**config.mk**
```make
export PLATFORM = sky130hd
export DESIGN_NAME = bank_addr_decoder
export DESIGN_NICKNAME = d
export VERILOG_FILES = /design/src/rtl/bankdec_pkg.sv /design/src/rtl/bank_cfg_regs.sv /design/src/rtl/bank_window.sv /design/src/rtl/bank_hit_select.sv /design/src/rtl/bank_addr_decoder.sv
export SDC_FILE = /design/constraint.sdc
export NUM_CORES = 1
export LEC_CHECK = 0
export BUFFER_PORTS_ARGS = -buffer_cell sky130_fd_sc_hd__buf_2
export CORE_MARGIN = 4
export CORE_UTILIZATION = 50
export DETAILED_ROUTE_END_ITERATION = 10
export PLACE_DENSITY_LB_ADDON = 0.05
export SLEW_MARGIN = 20
export SYNTH_ARGS = -nofsm -noshare
export SYNTH_HDL_FRONTEND = slang
export SYNTH_SLANG_ARGS = --single-unit
export TNS_END_PERCENT = 50
```
**constraint.sdc**
```tcl
create_clock -name clk -period 6.3 [get_ports clk]
set_input_delay 0.315 -clock clk [delete_from_list [all_inputs] [get_ports clk]]
set_output_delay 0.315 -clock clk [all_outputs]
set_load 0.03 [all_outputs]
```
**src/rtl/bankdec_pkg.sv**
```systemverilog
package bankdec_pkg;

    localparam int unsigned WORD_W     = 32;
    localparam logic [31:0] CFG_MASK   = 32'hFFDE_E001;
    localparam logic [31:0] BASE_MASK  = 32'hFF80_0000;
    localparam int unsigned CODE_LSB   = 17;
    localparam int unsigned CODE_W     = 3;
    localparam logic [2:0]  CODE_RSVD  = 3'd7;
    localparam logic [31:0] UNIT_SIZE  = 32'h0040_0000;

    typedef struct packed {
        logic [31:0] base;
        logic [31:0] size;
        logic        bank_on;
        logic        code_ok;
    } bank_dec_t;

    function automatic bank_dec_t decode_word(input logic [31:0] w);
        bank_dec_t d;
        logic [CODE_W-1:0] code;
        code      = w[CODE_LSB +: CODE_W];
        d.base    = w & BASE_MASK;
        d.code_ok = (code != CODE_RSVD);
        d.size    = d.code_ok ? (UNIT_SIZE << code) : 32'd0;
        d.bank_on = w[0];
        return d;
    endfunction

endpackage

```
**src/rtl/bank_cfg_regs.sv**
```systemverilog
module bank_cfg_regs
    import bankdec_pkg::*;
#(
    parameter int unsigned NUM_BANKS = 4,
    localparam int unsigned IDX_W    = (NUM_BANKS > 1) ? $clog2(NUM_BANKS) : 1
) (
    input  logic                            clk,
    input  logic                            rst_n,
    input  logic                            we,
    input  logic [IDX_W-1:0]                widx,
    input  logic [31:0]                     wdata,
    input  logic [IDX_W-1:0]                ridx,
    output logic [31:0]                     rdata,
    output logic [NUM_BANKS-1:0][31:0]      words
);

    typedef struct packed {
        logic [NUM_BANKS-1:0][31:0] word;
    } regs_t;

    regs_t regs_d, regs_q;

    always_comb begin
        regs_d = regs_q;
        if (we && (32'(widx) < NUM_BANKS)) begin
            regs_d.word[widx] = wdata & CFG_MASK;
        end
    end

    always_ff @(posedge clk or negedge rst_n) begin
        if (!rst_n) begin
            regs_q <= '0;
        end else begin
            regs_q <= regs_d;
        end
    end

    assign words = regs_q.word;
    assign rdata = (32'(ridx) < NUM_BANKS) ? regs_q.word[ridx] : 32'd0;

    for (genvar g = 0; g < NUM_BANKS; g++) begin : g_chk
        // the written word (masked) is present one edge later
        p_write_lands_r10: assert property (@(posedge clk) disable iff (!rst_n)
            (we && widx == IDX_W'(g)) |=> (words[g] == ($past(wdata) & CFG_MASK)));
        // bits outside the kept mask never become set
        p_reserved_zero_r2: assert property (@(posedge clk) disable iff (!rst_n)
            (words[g] & ~CFG_MASK) == 32'd0);
    end

endmodule

```
**src/rtl/bank_window.sv**
```systemverilog
module bank_window
    import bankdec_pkg::*;
(
    input  logic        clk,
    input  logic        rst_n,
    input  logic [31:0] word,
    input  logic        ctl_enable,
    input  logic [31:0] addr,
    output logic        in_range,
    output logic [31:0] offset
);

    bank_dec_t   dec;
    logic [32:0] diff;
    logic        above_base;
    logic        below_top;

    always_comb begin
        dec        = decode_word(word);
        diff       = {1'b0, addr} - {1'b0, dec.base};
        above_base = ~diff[32];
        below_top  = (diff[31:0] < dec.size);
        in_range   = ctl_enable && dec.bank_on && dec.code_ok && above_base && below_top;
        offset     = diff[31:0];
    end

    // reserved size code blocks every hit
    p_reserved_blocks_r5: assert property (@(posedge clk) disable iff (!rst_n)
        (word[19:17] == 3'd7) |-> !in_range);
    // bank with enable bit clear is silent
    p_bank_off_silent_r6: assert property (@(posedge clk) disable iff (!rst_n)
        !word[0] |-> !in_range);

endmodule

```
**src/rtl/bank_hit_select.sv**
```systemverilog
module bank_hit_select #(
    parameter int unsigned NUM_BANKS = 4,
    localparam int unsigned IDX_W    = (NUM_BANKS > 1) ? $clog2(NUM_BANKS) : 1
) (
    input  logic                        clk,
    input  logic                        rst_n,
    input  logic [NUM_BANKS-1:0]        in_range,
    input  logic [NUM_BANKS-1:0][31:0]  offsets,
    output logic                        hit,
    output logic [IDX_W-1:0]            idx,
    output logic [31:0]                 offset
);

    logic [NUM_BANKS-1:0] grant;

    always_comb begin
        grant  = '0;
        hit    = 1'b0;
        idx    = '0;
        offset = '0;
        for (int i = NUM_BANKS - 1; i >= 0; i--) begin
            if (in_range[i]) begin
                grant  = '0;
                grant[i] = 1'b1;
                hit    = 1'b1;
                idx    = IDX_W'(i);
                offset = offsets[i];
            end
        end
    end

    // at most one bank is granted
    p_single_grant_r8: assert property (@(posedge clk) disable iff (!rst_n)
        $onehot0(grant));
    // no lower-numbered bank was also in range
    p_lowest_wins_r8: assert property (@(posedge clk) disable iff (!rst_n)
        hit |-> ((in_range & ((NUM_BANKS'(1) << idx) - NUM_BANKS'(1))) == '0));

endmodule

```
**src/rtl/bank_addr_decoder.sv**
```systemverilog
module bank_addr_decoder
    import bankdec_pkg::*;
#(
    parameter int unsigned NUM_BANKS = 4,
    localparam int unsigned IDX_W    = (NUM_BANKS > 1) ? $clog2(NUM_BANKS) : 1
) (
    input  logic             clk,
    input  logic             rst_n,
    input  logic             ctl_enable,
    input  logic             cfg_we,
    input  logic [IDX_W-1:0] cfg_widx,
    input  logic [31:0]      cfg_wdata,
    input  logic [IDX_W-1:0] cfg_ridx,
    output logic [31:0]      cfg_rdata,
    input  logic [31:0]      lk_addr,
    output logic             lk_hit,
    output logic             lk_miss,
    output logic [IDX_W-1:0] lk_bank,
    output logic [31:0]      lk_offset
);

    logic [NUM_BANKS-1:0][31:0] words;
    logic [NUM_BANKS-1:0]       in_range;
    logic [NUM_BANKS-1:0][31:0] offsets;

    bank_cfg_regs #(.NUM_BANKS(NUM_BANKS)) u_regs (
        .clk   (clk),
        .rst_n (rst_n),
        .we    (cfg_we),
        .widx  (cfg_widx),
        .wdata (cfg_wdata),
        .ridx  (cfg_ridx),
        .rdata (cfg_rdata),
        .words (words)
    );

    for (genvar b = 0; b < NUM_BANKS; b++) begin : g_win
        bank_window u_win (
            .clk        (clk),
            .rst_n      (rst_n),
            .word       (words[b]),
            .ctl_enable (ctl_enable),
            .addr       (lk_addr),
            .in_range   (in_range[b]),
            .offset     (offsets[b])
        );
    end

    bank_hit_select #(.NUM_BANKS(NUM_BANKS)) u_sel (
        .clk      (clk),
        .rst_n    (rst_n),
        .in_range (in_range),
        .offsets  (offsets),
        .hit      (lk_hit),
        .idx      (lk_bank),
        .offset   (lk_offset)
    );

    assign lk_miss = ~lk_hit;

    // hit and miss are exclusive and complete
    p_hit_xor_miss_r9: assert property (@(posedge clk) disable iff (!rst_n)
        lk_hit != lk_miss);
    // no mapping survives a low controller enable
    p_ctl_off_miss_r7: assert property (@(posedge clk) disable iff (!rst_n)
        !ctl_enable |-> lk_miss);
    // a reported hit lies at or above the winning base
    p_hit_above_base_r3: assert property (@(posedge clk) disable iff (!rst_n)
        lk_hit |-> (lk_addr >= (words[lk_bank] & BASE_MASK)));
    // a miss reports index and offset zero
    p_miss_zero_r9: assert property (@(posedge clk) disable iff (!rst_n)
        lk_miss |-> (lk_bank == '0 && lk_offset == 32'd0));

endmodule

```
==> flow_summary_export.csv <==
group,metric,value,unit
outcome,status,"finished clean",
final_layout,final_nets,836,
sta,fmax,212,MHz
yosys,avgSynthCellArea,10.2,um^2
sta,worstMarginPinSlew,1110,ps
place,io_buffers,108,
grt,grt_overflow_total,0,
yosys,ys_warn_count,0,
yosys,synthFlopType,"dfrtp_1",
grt,first_global_vias,4885,
critical_path,critPathRequiredTime,5980,ps
clock_tree,cts_setup_buffers,0,
final_layout,fin_area,7000,um^2
yosys,ys_seq_area_frac,0.295,
die,rows,40,
grt,antenna_found_initial,0,
yosys,synth_edf_count,0,
sta,layout_min_cycle_time,4710,ps
final_layout,final_layout_size_suffix_gt1_frac,0.340,
yosys,syn_area,6110,um^2
sta,hold_violations,0,
die,die_x,119,um
sta,fin_crit_sh,0.747,
final_layout,diodes,0,
critical_path,crit_path_cell_trace,"inv_1 -> ha_1 -> nor2b_1 -> o31ai_1 -> a21boi_0 -> ha_1 -> o21a_1 -> o21ai_0 -> a211oi_1 -> a211oi_1 -> and4_4 -> nor4_4 -> buf_4 -> nor2b_1 -> buf_2",
detailed_routing,wl_per_cell,18.7,um
power_and_ir_drop,p_total,0.00216,W
die,coreArea,12000,um^2
sta,slew_headroom,0.256,
detailed_routing,routed_wl,15.9,mm
clock_tree,insertion_delay,350,ps
flow_run,drv_cap,0,
yosys,yosysUniqueCellTypes,57,
clock_tree,cts_resized,0,
grt,grt_first_pass_wirelength,25.5,mm
power_and_ir_drop,p_leak,3.25,nW
sta,fin_skew,0,ps
final_layout,final_util,0.585,
yosys,synth_top_cell_by_area,"dfrtp_1",
detailed_routing,final_antenna_net_count,0,
sta,rsz0062_at_grt,"no",
critical_path,crit_path_max_fanout,25,
die,fp.dieH,119,um
clock_tree,clk_pin_slew,60,ps
detailed_routing,first_pass_iters,5,
clock_tree,hold_buffers,0,
final_layout,area_growth_syn_to_layout,14.7,%
clock_tree,cts_max_level,3,
detailed_routing,drt_iter0_drc,251,
detailed_routing,routed_via_density,5.85,
die,start_util,0.511,
yosys,synth_area_leaders,"dfrtp_1 30%, ha_1 13%, mux2_2 12%",
place,dpl-instance-area,6670,um^2
critical_path,critical-path-slowest-cell,"o31ai_1",
sta,finalSetupViolCount,0,
yosys,async_reset_ff_frac,1.00,
power_and_ir_drop,power_density,309,nW/um^2
sta,finalSetupTns,0,ps
grt,grt_max_degree,73,
sta,drv_slew,0,
critical_path,crit_arrival,4390,ps
die,boundaryPins,140,
place,place.gp.congestion,0.874,
clock_tree,clockBufferDepth,2,
yosys,postSynthCellCount,599,
power_and_ir_drop,vdd_ir_drop_max,0.174,mV
place,hpwlAfterDp,12.2,mm
final_layout,largest_register_ffs,72,
die,dieArea,14000,um^2
clock_tree,clock-root-buffer,"clkbuf_16",
clock_tree,cts_buffers,9,
yosys,ys_ff_latch,72,
critical_path,end_kind,"primary output",
grt,grt_usage,0.230,
critical_path,start_kind,"register",
clock_tree,cts_tree,"yes",
detailed_routing,drc,0,
critical_path,critPathMaxStageDelay,490,ps
clock_tree,clock_sinks,72,
yosys,synth.top_cell.area_share,0.295,
detailed_routing,vias,4963,
critical_path,crit_type,"reg -> out",
min_path,hp-class,"in -> async",
[path summary, 6_finish.rpt]
kind	from	end	slack (ps)	cells past startpoint
worst max-delay path	u_regs.words[56]	lk_offset[9]	1590	15
max in group asynchronous	rst_n	u_regs.words[23]	5500	2
min in group clk	cfg_wdata[25]	u_regs.words[25]	210	3
worst min register to register	u_regs.words[78]	u_regs.words[78]	500	1
worst min-delay path	rst_n	u_regs.words[50]	150	2
worst max register to register	u_regs.words[17]	u_regs.words[17]	5380	1
[cell type report]
type / instances / area, um^2
timing repair buffer: 113 / 589
clock buffer: 9 / 225
sequential: 72 / 1800
inverter: 50 / 188
fill: 1055 / 4960
clock inverter: 7 / 83.8
multi-input combinational: 450 / 3930
tap: 147 / 184
[kinds of logic after synthesis]
| logic type | after synthesis | share of synthesized area |
|---|---|---|
| buf+inv | 93 | 0.0719 |
| xor+xnor | 18 | 0.0258 |
| mux | 85 | 0.190 |
| flops | 72 | 0.295 |
| fa+ha+maj | 68 | 0.144 |
| other cells | 1 | 0.000614 |
| simple gates | 148 | 0.148 |
| compound gates | 114 | 0.125 |
[synth_stat cells (4+ instances only)]
cell type,instances
dfrtp_1,72
mux2_2,67
ha_1,64
inv_1,49
o21ai_0,33
nor2_1,26
nand2_1,21
clkbuf_1,20
nor2b_1,19
a21oi_1,18
buf_4,18
mux4_2,18
nand3b_1,15
xnor2_1,15
nand2b_1,11
o21a_1,11
a21o_1,8
nor2b_2,8
a211oi_1,7
nand3_1,7
or3_1,7
or3b_2,7
a221oi_1,5
a41oi_1,5
nand4_1,5
nor3_1,5
o211ai_1,5
o22ai_1,5
fa_1,4
or4_1,4
[routing by layer]
metal,track usage,part of all wire,up-vias
li1,-,-,2353
met2,0.382,0.47,188
met4,0.0666,0.015,0
met5,0,0,-
met3,0.0483,0.065,16
met1,0.303,0.45,2406
[power breakdown]
group          switching (W)  total [W]  internal [W]
Combinational       0.000555   0.000989      0.000434
Sequential         0.0000871   0.000636      0.000549
Clock               0.000221   0.000535      0.000314
Total               0.000863    0.00216       0.00130
[cell usage in the layout, fill, tap and decap left out, types with 19 or more instances in the layout]
cell and count:
buf_2 108, dfrtp_1 72, mux2_2 67, ha_1 64
inv_1 49, o21ai_0 33, nor2_1 26, nand2_1 21
nor2b_1 19
[per-stage QoR]
stage | std cells | worst slack [ps] | hold slack (ps)
after floorplan | 615 | 2110 | 19.4
after global placement | 830 | 1820 | 482
after detailed placement | 830 | 1790 | 489
after CTS | 846 | 1610 | 199
after global routing | 848 | 1330 | 233
final | 848 | 1590 | 151
[critical path: cells and delay by family (launching register included)]
kind,cells,cell delay (ps)
adder cells (fa/ha/maj),2,580
AND/OR/NAND/NOR,4,730
flip-flops,1,410
AO/OA/AOI/OAI,6,1800
buffers and inverters,3,510
Note: power is estimated with default switching activity, not from simulation.
